`src/rtl/ssfr_pkg.sv`:
```
package ssfr_pkg;
   localparam logic START_BIT = 1'b1;
   localparam logic STOP_BIT  = 1'b0;

   typedef enum logic {
      RX_HUNT  = 1'b0,
      RX_TRACK = 1'b1
   } rx_mode_e;
endpackage

```
`src/rtl/ssfr_tx.sv`:
```
module ssfr_tx
   import ssfr_pkg::*;
#(
   parameter int DATA_W = 18
) (
   input  logic              clk,
   input  logic              rst,
   input  logic              bit_en,
   input  logic [DATA_W-1:0] tx_data,
   output logic              tx_load,
   output logic              ser_out
);
   localparam int FRAME_W = DATA_W + 2;
   localparam int CNT_W   = $clog2(FRAME_W);
   localparam logic [CNT_W-1:0] LAST_PH = CNT_W'(FRAME_W - 1);

   logic [CNT_W-1:0] phase_q;
   logic [DATA_W:0]  shift_q;
   logic             line_q;

   assign tx_load = bit_en && (phase_q == '0);
   assign ser_out = line_q;

   always_ff @(posedge clk) begin
      if (rst) begin
         phase_q <= '0;
         shift_q <= '0;
         line_q  <= STOP_BIT;
      end else if (bit_en) begin
         phase_q <= (phase_q == LAST_PH) ? '0 : phase_q + 1'b1;
         if (phase_q == '0) begin
            line_q  <= START_BIT;
            shift_q <= {STOP_BIT, tx_data};
         end else begin
            line_q  <= shift_q[0];
            shift_q <= {STOP_BIT, shift_q[DATA_W:1]};
         end
      end
   end
endmodule

```
`src/rtl/ssfr_rx.sv`:
```
module ssfr_rx
   import ssfr_pkg::*;
#(
   parameter int DATA_W        = 18,
   parameter int LOCK_FRAMES   = 4,
   parameter int UNLOCK_MISSES = 2
) (
   input  logic              clk,
   input  logic              rst,
   input  logic              bit_en,
   input  logic              rx_bit,
   output logic [DATA_W-1:0] rx_data,
   output logic              rx_valid,
   output logic              rx_locked
);
   localparam int FRAME_W = DATA_W + 2;
   localparam int CNT_W   = $clog2(FRAME_W);
   localparam int MCH_W   = $clog2(LOCK_FRAMES + 1);
   localparam int MIS_W   = $clog2(UNLOCK_MISSES + 1);
   localparam logic [CNT_W-1:0] LAST_PH   = CNT_W'(FRAME_W - 1);
   localparam logic [MCH_W-1:0] LOCK_LAST = MCH_W'(LOCK_FRAMES - 1);
   localparam logic [MIS_W-1:0] MISS_LAST = MIS_W'(UNLOCK_MISSES - 1);

   logic [FRAME_W-1:0] win_q, win_n;
   logic [CNT_W-1:0]   ph_q;
   logic [MCH_W-1:0]   match_q;
   logic [MIS_W-1:0]   miss_q;
   rx_mode_e           mode_q;
   logic [DATA_W-1:0]  data_q;
   logic               valid_q;
   logic               at_edge, frame_ok;

   // newest bit enters at the top; the oldest (start) sits at bit 0
   assign win_n    = {rx_bit, win_q[FRAME_W-1:1]};
   assign at_edge  = (ph_q == LAST_PH);
   assign frame_ok = (win_n[0] == START_BIT) && (win_n[FRAME_W-1] == STOP_BIT);

   assign rx_data   = data_q;
   assign rx_valid  = valid_q;
   assign rx_locked = (mode_q == RX_TRACK);

   always_ff @(posedge clk) begin
      if (rst) begin
         win_q   <= '0;
         ph_q    <= '0;
         match_q <= '0;
         miss_q  <= '0;
         mode_q  <= RX_HUNT;
         data_q  <= '0;
         valid_q <= 1'b0;
      end else begin
         valid_q <= 1'b0;
         if (bit_en) begin
            win_q <= win_n;
            if (!at_edge) begin
               ph_q <= ph_q + 1'b1;
            end else if (mode_q == RX_TRACK) begin
               ph_q <= '0;
               if (frame_ok) begin
                  miss_q  <= '0;
                  valid_q <= 1'b1;
                  data_q  <= win_n[FRAME_W-2:1];
               end else if (miss_q == MISS_LAST) begin
                  mode_q  <= RX_HUNT;
                  miss_q  <= '0;
                  match_q <= '0;
                  ph_q    <= LAST_PH;       // slide one bit per test
               end else begin
                  miss_q <= miss_q + 1'b1;
               end
            end else begin
               if (frame_ok) begin
                  ph_q <= '0;
                  if (match_q == LOCK_LAST) begin
                     mode_q  <= RX_TRACK;
                     match_q <= '0;
                  end else begin
                     match_q <= match_q + 1'b1;
                  end
               end else begin
                  match_q <= '0;            // stay on the edge: next bit is next offset
               end
            end
         end
      end
   end
endmodule

```
`src/rtl/ssfr_link.sv`:
```
module ssfr_link #(
   parameter int DATA_W        = 18,
   parameter int LOCK_FRAMES   = 4,
   parameter int UNLOCK_MISSES = 2
) (
   input  logic              clk,
   input  logic              rst,
   input  logic              bit_en,
   input  logic              loopback,
   input  logic [DATA_W-1:0] tx_data,
   output logic              tx_load,
   output logic              ser_out,
   input  logic              ser_in,
   output logic [DATA_W-1:0] rx_data,
   output logic              rx_valid,
   output logic              rx_locked
);
   generate
      if (DATA_W < 1) begin : g_bad_width
         $error("ssfr_link: DATA_W must be at least 1");
      end
      if (LOCK_FRAMES < 1) begin : g_bad_lock
         $error("ssfr_link: LOCK_FRAMES must be at least 1");
      end
      if (UNLOCK_MISSES < 1) begin : g_bad_miss
         $error("ssfr_link: UNLOCK_MISSES must be at least 1");
      end
   endgenerate

   logic line_tx;
   logic line_rx;

   ssfr_tx #(.DATA_W(DATA_W)) u_tx (
      .clk     (clk),
      .rst     (rst),
      .bit_en  (bit_en),
      .tx_data (tx_data),
      .tx_load (tx_load),
      .ser_out (line_tx)
   );

   assign ser_out = line_tx;
   assign line_rx = loopback ? line_tx : ser_in;

   ssfr_rx #(
      .DATA_W        (DATA_W),
      .LOCK_FRAMES   (LOCK_FRAMES),
      .UNLOCK_MISSES (UNLOCK_MISSES)
   ) u_rx (
      .clk       (clk),
      .rst       (rst),
      .bit_en    (bit_en),
      .rx_bit    (line_rx),
      .rx_data   (rx_data),
      .rx_valid  (rx_valid),
      .rx_locked (rx_locked)
   );
endmodule

```
`config.mk`:
```
export PLATFORM = sky130hd
export DESIGN_NAME = ssfr_link
export DESIGN_NICKNAME = d
export VERILOG_FILES = /design/src/rtl/ssfr_pkg.sv /design/src/rtl/ssfr_tx.sv /design/src/rtl/ssfr_rx.sv /design/src/rtl/ssfr_link.sv
export SDC_FILE = /design/constraint.sdc
export NUM_CORES = 1
export LEC_CHECK = 0
export BUFFER_PORTS_ARGS = -buffer_cell sky130_fd_sc_hd__buf_2
export CELL_PAD_IN_SITES_DETAIL_PLACEMENT = 0
export CELL_PAD_IN_SITES_GLOBAL_PLACEMENT = 2
export CORE_ASPECT_RATIO = 2
export CORE_MARGIN = 1
export CORE_UTILIZATION = 38
export DETAILED_ROUTE_END_ITERATION = 8
export PLACE_DENSITY_LB_ADDON = 0.1
export SLEW_MARGIN = 20
export SYNTH_ARGS = -nofsm -noshare
export SYNTH_HDL_FRONTEND = slang
export SYNTH_SLANG_ARGS = --single-unit
```
`constraint.sdc`:
```
create_clock -name clk -period 4 [get_ports clk]
set_clock_uncertainty 0.05 [all_clocks]
set_input_delay 0.2 -clock clk [delete_from_list [all_inputs] [get_ports clk]]
set_output_delay 0.2 -clock clk [all_outputs]
set_load 0.005 [all_outputs]
```
==> summary.md, run 1 <==
| Metric | Value |
|---|---|
| Worst path arrival time | `1.70 ns` |
| GRT Total Usage | `15.8%` |
| I/O pin count | `45` |
| Final Critical Period | `roughly 1.9 ns` |
| Startpoint types | `flop` |
| Reg2Reg Capture Point | `u_rx.match_q[0]$_SDFFE_PP0P_` |
| Via count | `between 2k and 2.5k` |
| R2r setup slk | `2.21 ns` |
| PwrDens | `between 400 and 500 nW/µm²` |
| Maximum VDD drop | `around 280 µV` |
| Register Area | `1460 µm²` |
| H-tree depth | `3` |
| Sink Count | `73` |
| Asr flop ratio synth | `0%` |
| Cts bufs inserted | `9` |
| Fill cells | `819` |
| PortBufs | `44` |
| Clk pin slew, worst setup/hold paths | `0.05 ns` |
| Status | `finished clean` |
| Vias/cell | `~5.0` |
| Placer Congestion | `a little over 0.8` |
| Commonest cells after routing, fill and taps aside | `73 x dfxtp_1, 64 x nor2_1, 55 x mux2i_1` |
| Leakage | `1.70 nW` |
| Worst-Margin Slew | `0.945 ns` |
| Clk_lat worst skew | `between 0.3 and 0.4 ns` |
| Post-Syn Nets | `343` |
| Hold path endpoint | `u_tx.shift_q[17]$_SDFFE_PP0P_` |
| Die X | `65.6 µm` |
| Multi-input logic area | `1480 µm²` |
| Vias in the first global route | `2153` |
| Relative slew margins | `37.0%` |
| CTS tree | `yes` |
| Yosys cell types | `40` |
| Fin. max-slew vios | `0` |
| WHS Path Cells | `3` |
| First-pass GRT wire length | `10.2 mm` |
| Most common cell after layout, fill and taps aside | `dfxtp_1` |
| FP Rows | `46` |
| Register area share after synthesis | `47.6%` |
| # diodes | `0` |
| Period utilization | `approximately half` |
| Post-synth EDFFs | `0` |
| Routed len/inst | `13.6 µm` |
| Setup TNS | `0 ns` |
| Final net count | `between 300 and 400` |
| Initial antenna violation count | `0` |
| Longest Clk Path Bufs | `2` |
| Maxcap violations | `0` |
| Core footprint | `7890 µm²` |
| DR iter-0 viols | `86` |
| Chip height | `129 µm` |
| Kind of critical path | `reg2out` |
| Yosys reg bits | `73` |
| Post-Layout Cell Count | `roughly 450` |
| Worst R2R Start | `u_rx.ph_q[0]$_SDFFE_PP0P_` |
| Congestion Overflow GR | `0` |
| Hold Path Class | `in2reg` |
| RSZ-0062 raised after global routing | `false` |
| Full die area | `8460 µm²` |
| F_max | `~0.51 GHz` |
| Detailed Routing Iterations Pass 1 | `4` |
| Root buf cell | `clkbuf_16` |
| Detail Route Antenna Nets | `0` |
| Final setup viols | `0` |
| DP HPWL | `4.10 mm` |
| Hold path startpoint | `tx_data[17]` |
| R2R cell count | `5` |
| Max FO, Critical Path | `20` |
| Hold Violations, Final | `0` |
| Post-Syn Area | `3070 µm²` |
| Cells after Synth | `approximately 320` |
| Syn Area/Cell | `9.71 µm²` |
| Postcts setup bufs | `0` |
| Layout cells sized above 1 | `18.5%` |
| Placed Cells | `roughly 440` |
| Initial Util | `around two fifths` |
| Yosys warns | `0` |
| Top FF cell, synth | `dfxtp_1` |
| Largest net degree at the start of global routing | `54` |
| Hold buffers post-CTS | `0` |
| CP required | `3.75 ns` |
| Layout area overhead | `18.0%` |
| Post-cts gate resize count | `0` |
| Endpoint type of the worst setup path | `output port` |
| Routed Wire Length | `6.16 mm` |
| Residual DRC | `0` |
[flip-flops by register name, indices dropped and copies added, names as in the netlist]
| name | count |
|---|---|
| u_rx.ph_q | 5 |
| u_rx.miss_q | 2 |
| u_rx.rx_valid | 1 |
| u_rx.rx_data | 18 |
| u_rx.rx_locked | 1 |
| u_tx.shift_q | 18 |
| u_tx.ser_out | 1 |
| u_tx.phase_q | 5 |
| u_rx.match_q | 3 |
| u_rx.win_q | 19 |
[metrics by stage]
step | worst slack [ns] | utilization (%) | hold slack, ns | instance area (µm²) | power [mW]
floorplan | 2.41 | - | 0.317 | 3070 | 0.868
global placement | 1.88 | 42.2 | 0.394 | 3330 | 0.899
detailed placement | 1.85 | 42.2 | 0.393 | 3330 | 0.900
CTS | 2.01 | 45.9 | 0.104 | 3620 | 1.69
global route | 1.93 | 45.9 | 0.138 | 3620 | 1.72
finish | 2.05 | 45.9 | 0.111 | 3620 | 1.65
[routing by layer]
| layer | GRT usage [%] | wire (µm) | up-vias |
|---|---|---|---|
| met3 | 3.61 | 210 | 12 |
| met1 | 17.6 | 2680 | 1060 |
| met4 | 8.44 | 112 | 0 |
| met5 | 0 | 0 | - |
| li1 | - | - | 1167 |
| met2 | 27.3 | 3160 | 40 |
[logic make-up after synthesis]
logic type                 synth area share [%]
xor gates and xnor gates                  0.571
muxes                                      18.4
buffers and inverters                      4.44
adders and majority gates                  1.63
and+or+nand+nor                            17.8
DFF                                        47.6
AOI/OAI and AO/OA                          9.54
[how the worst max path moves through the flow]
| stage | to | depth (start not counted) | from |
|---|---|---|---|
| global placement | u_rx.match_q[1]$_SDFFE_PP0P_ | 5 | bit_en |
| floorplan | u_rx.rx_data[4]$_SDFFE_PP0P_ | 7 | u_rx.ph_q[0]$_SDFFE_PP0P_ |
| finish | tx_load | 6 | u_tx.phase_q[0]$_SDFFE_PP0P_ |
| CTS | tx_load | 6 | u_tx.phase_q[0]$_SDFFE_PP0P_ |
| global route | tx_load | 6 | u_tx.phase_q[0]$_SDFFE_PP0P_ |
| detailed placement | u_rx.match_q[1]$_SDFFE_PP0P_ | 5 | bit_en |
[synth_stat cells, types with 2 or more instances]
library cell | count | area [µm²]
buf_1 | 6 | 22.5
clkbuf_1 | 7 | 26.3
nand3_1 | 3 | 15.0
buf_2 | 4 | 20.0
xor2_1 | 2 | 17.5
mux2i_1 | 55 | 551
buf_4 | 5 | 37.5
nor3b_1 | 3 | 22.5
a211o_1 | 2 | 17.5
ha_1 | 4 | 50.1
or3_1 | 2 | 12.5
nand4_1 | 3 | 18.8
nand2_1 | 5 | 18.8
nand2_2 | 2 | 12.5
o21ai_0 | 3 | 15.0
dfxtp_1 | 73 | 1460
inv_1 | 5 | 18.8
a211oi_1 | 19 | 143
o21ai_1 | 3 | 15.0
nand3b_1 | 2 | 15.0
a21oi_1 | 11 | 55.1
nor3_1 | 2 | 10.0
nor2_1 | 64 | 240
or4_1 | 2 | 15.0
nor2b_1 | 4 | 25.0
nand2b_1 | 11 | 68.8
[critical path, stage by stage, from the launching register on]
cell,delay (ns)
dfxtp_1,0.34
inv_1,0.07
ha_1,0.16
nor4b_4,0.18
buf_4,0.34
and2_1,0.17
buf_2,0.11
[power by group]
| part | switching (mW) | leakage (nW) | internal, mW | total, mW |
|---|---|---|---|---|
| sequential | 0.0141 | 0.594 | 0.749 | 0.763 |
| clock | 0.273 | 0.144 | 0.498 | 0.770 |
| combinational | 0.0638 | 0.958 | 0.0549 | 0.119 |
| total | 0.351 | 1.70 | 1.30 | 1.65 |
[layout make-up]
cell class / instances / share of cell area [%]
Tap cell: 96 / 3.32
Inverter: 5 / 0.518
Multi-Input combinational cell: 215 / 40.9
Timing Repair Buffer: 48 / 6.91
Sequential cell: 73 / 40.4
Clock inverter: 3 / 1.11
Clock buffer: 13 / 6.91
No activity file was read; power rests on OpenSTA's default activity.
==> run 2, diff against run 1 <==
Settings changed: CORE_UTILIZATION 38 to 35.
Clock period 4 ns to 1.85 ns, I/O delays scaled along.
==> run 2 against run 1 <==
  * Via count grew 1.7%
  * Non-clock buffer count grew 8
  * Cell count grew 2.6%
  * Register-to-register slack lost 2.0 ns
  * Sequential power grew 120%
  * Combinational power grew 130%
  * Critical path type unchanged
  * Sequential cell count is the same
  * First-iteration DRC count shrank 48%
  * Core utilization shrank 2.5 points
  * Total power grew 120%
  * Largest cell class unchanged
  * Global-route usage shrank 0.97 points
  * Highest routed layer unchanged
==> summary.md, run 2 (synthesis gave the netlist of run 1 again) <==
| Metric | Value |
|---|---|
| Maximum VDD drop | `531 µV (was 282 µV)` |
| CP required | `1.71 ns (was 3.75 ns)` |
| Clk pin slew, worst setup/hold paths | `0.06 ns (was 0.05 ns)` |
| Relative slew margins | `74.3% (was 37.0%)` |
| Largest net degree at the start of global routing | `49 (was 54)` |
| Setup TNS | `0 ns (unchanged)` |
| PwrDens | `984 nW/µm² (was 456 nW/µm²)` |
| Post-route cell area | `3730 µm² (was 3620 µm²)` |
| Worst hold margin | `0.0493 ns (was 0.111 ns)` |
| Vias/cell | `4.98 (was 5.03)` |
| CTS tree | `yes (unchanged)` |
| Core footprint | `8590 µm² (was 7890 µm²)` |
| Residual DRC | `0 (unchanged)` |
| Placed cell area | `3410 µm² (was 3330 µm²)` |
| Fin. max-slew vios | `0 (unchanged)` |
| Period utilization | `92.7%` |
| Worst path arrival time | `1.57 ns (was 1.70 ns)` |
| Sink Count | `73 (unchanged)` |
| Layout cells sized above 1 | `20.8% (was 18.5%)` |
| Clk_lat worst skew | `0.33 ns (was 0.32 ns)` |
| Startpoint types | `flop (unchanged)` |
| Detailed Routing Iterations Pass 1 | `4 (unchanged)` |
| Vias in the first global route | `2237 (was 2153)` |
| Post-cts gate resize count | `0 (unchanged)` |
| Initial antenna violation count | `0 (unchanged)` |
| Chip height | `134 µm (was 129 µm)` |
| Max FO, Critical Path | `20 (unchanged)` |
| Initial Util | `35.7% (was 38.9%)` |
| Placer Congestion | `0.786 (was 0.808)` |
| Routed Wire Length | `6.23 mm (was 6.16 mm)` |
| Internal power | `2.86 mW (was 1.30 mW)` |
| Via count | `2318 (was 2279)` |
| PortBufs | `44 (unchanged)` |
| GRT Total Usage | `14.8% (was 15.8%)` |
| FP Rows | `48 (was 46)` |
| Endpoint type of the worst setup path | `output port (unchanged)` |
| Cts bufs inserted | `9 (unchanged)` |
| Kind of critical path | `reg2out (unchanged)` |
| Root buf cell | `clkbuf_16 (unchanged)` |
| Hold Violations, Final | `0 (unchanged)` |
| Register with the most flip-flops | `u_rx.win_q (unchanged)` |
| I/O pin count | `45 (unchanged)` |
| Sw Ratio | `21.9% (was 21.2%)` |
| First-pass GRT wire length | `10.1 mm (was 10.2 mm)` |
| # diodes | `0 (unchanged)` |
| DP HPWL | `4.28 mm (was 4.10 mm)` |
| Comb pwr share | `7.5% (was 7.2%)` |
| Final net count | `387 (was 379)` |
| Sw Pwr | `804 µW (was 351 µW)` |
| DR iter-0 viols | `45 (was 86)` |
| Detail Route Antenna Nets | `0 (unchanged)` |
| Status | `finished clean (unchanged)` |
| Most common cell after layout, fill and taps aside | `dfxtp_1 (unchanged)` |
| Final setup viols | `0 (unchanged)` |
| Hold Path Class | `in2reg (unchanged)` |
| Final Critical Period | `around 1.7 ns` |
| F_max | `about 0.58 GHz` |
| RSZ-0062 raised after global routing | `false (unchanged)` |
| Longest Clk Path Bufs | `2 (unchanged)` |
| Leakage | `1.76 nW (was 1.70 nW)` |
| Commonest cells after routing, fill and taps aside | `73 x dfxtp_1, 64 x nor2_1, 55 x mux2i_1 (unchanged)` |
| Worst-Margin Slew | `0.378 ns (was 0.945 ns)` |
| H-tree depth | `3 (unchanged)` |
| Layout area overhead | `21.5% (was 18.0%)` |
| Max FFs per register | `19 (unchanged)` |
| Die X | `68.2 µm (was 65.6 µm)` |
| Maxcap violations | `0 (unchanged)` |
| Routed len/inst | `13.4 µm (was 13.6 µm)` |
| Clock power frac | `47.6% (was 46.6%)` |
| Congestion Overflow GR | `0 (unchanged)` |
| Full die area | `9170 µm² (was 8460 µm²)` |
| Reg power frac | `44.9% (was 46.2%)` |
[run 2: changes by cell type in the layout (fill, tap and decap cells not counted)]
cell,change
buf_4,+5
clkbuf_1,-3
buf_12,+2
clkbuf_8,+1
clkinv_2,+1
clkinv_4,+1
dlygate4sd3_1,+1
[run 2: critical path: stages, from the launching register on]
cell and delay, ns:
dfxtp_1 0.34, inv_1 0.07, ha_1 0.15, nor4b_4 0.24, buf_12 0.22, and2_1 0.13, buf_2 0.10
[run 2: stage by stage]
step | total power [mW] | worst slack, ns | cells | utilization, %
floorplan | 1.88 | 0.264 | 316 | -
global placement | 1.96 | 0.240 | 448 | 39.7
detailed placement | 1.96 | 0.215 | 448 | 39.7
CTS | 3.73 | 0.0961 | 465 | 43.4
global route | 3.83 | 0.0109 | 465 | 43.4
finish | 3.67 | 0.136 | 465 | 43.4
[run 2: layout make-up]
cell class              instances  area, µm²
inverters                       5       18.8
clock inverters                 5       53.8
well taps                     100        125
repair buffers                 56        338
multi-input cells             215       1480
flip-flops and latches         73       1460
clock buffers                  11        253
fillers                       904       4860
[run 2: power by group through the flow]
| stage | clock network, mW | logic [mW] | registers (mW) |
|---|---|---|---|
| floorplan | 0 | 0.202 | 1.67 |
| global placement | 0 | 0.281 | 1.68 |
| detailed placement | 0 | 0.280 | 1.68 |
| CTS | 1.80 | 0.284 | 1.65 |
| global route | 1.87 | 0.309 | 1.65 |
| finish | 1.75 | 0.276 | 1.65 |
[run 2: worst paths after layout]
path | startpoint | endpoint | slack [ns] | cells after the start
hold / removal | bit_en | u_rx.ph_q[1]$_SDFFE_PP0P_ | 0.05 | 2
setup / recovery | u_tx.phase_q[0]$_SDFFE_PP0P_ | tx_load | 0.14 | 6
setup reg to reg | u_rx.ph_q[0]$_SDFFE_PP0P_ | u_rx.rx_data[15]$_SDFFE_PP0P_ | 0.22 | 6
hold reg to reg | u_rx.match_q[2]$_SDFFE_PP0P_ | u_rx.match_q[2]$_SDFFE_PP0P_ | 0.39 | 2
[run 2: metal layers]
layer	share of wire [%]	track usage (%)	vias to the layer above
met4	2.2	8.33	0
met3	3.7	3.83	7
li1	-	-	1187
met1	43	15.8	1086
met2	51	25.3	38
met5	0	0	-
[run 2: timing repair]
action	in CTS	in global routing
endpoints found under the hold margin	1	0
setup buffers	0	0
hold buffers	1	0
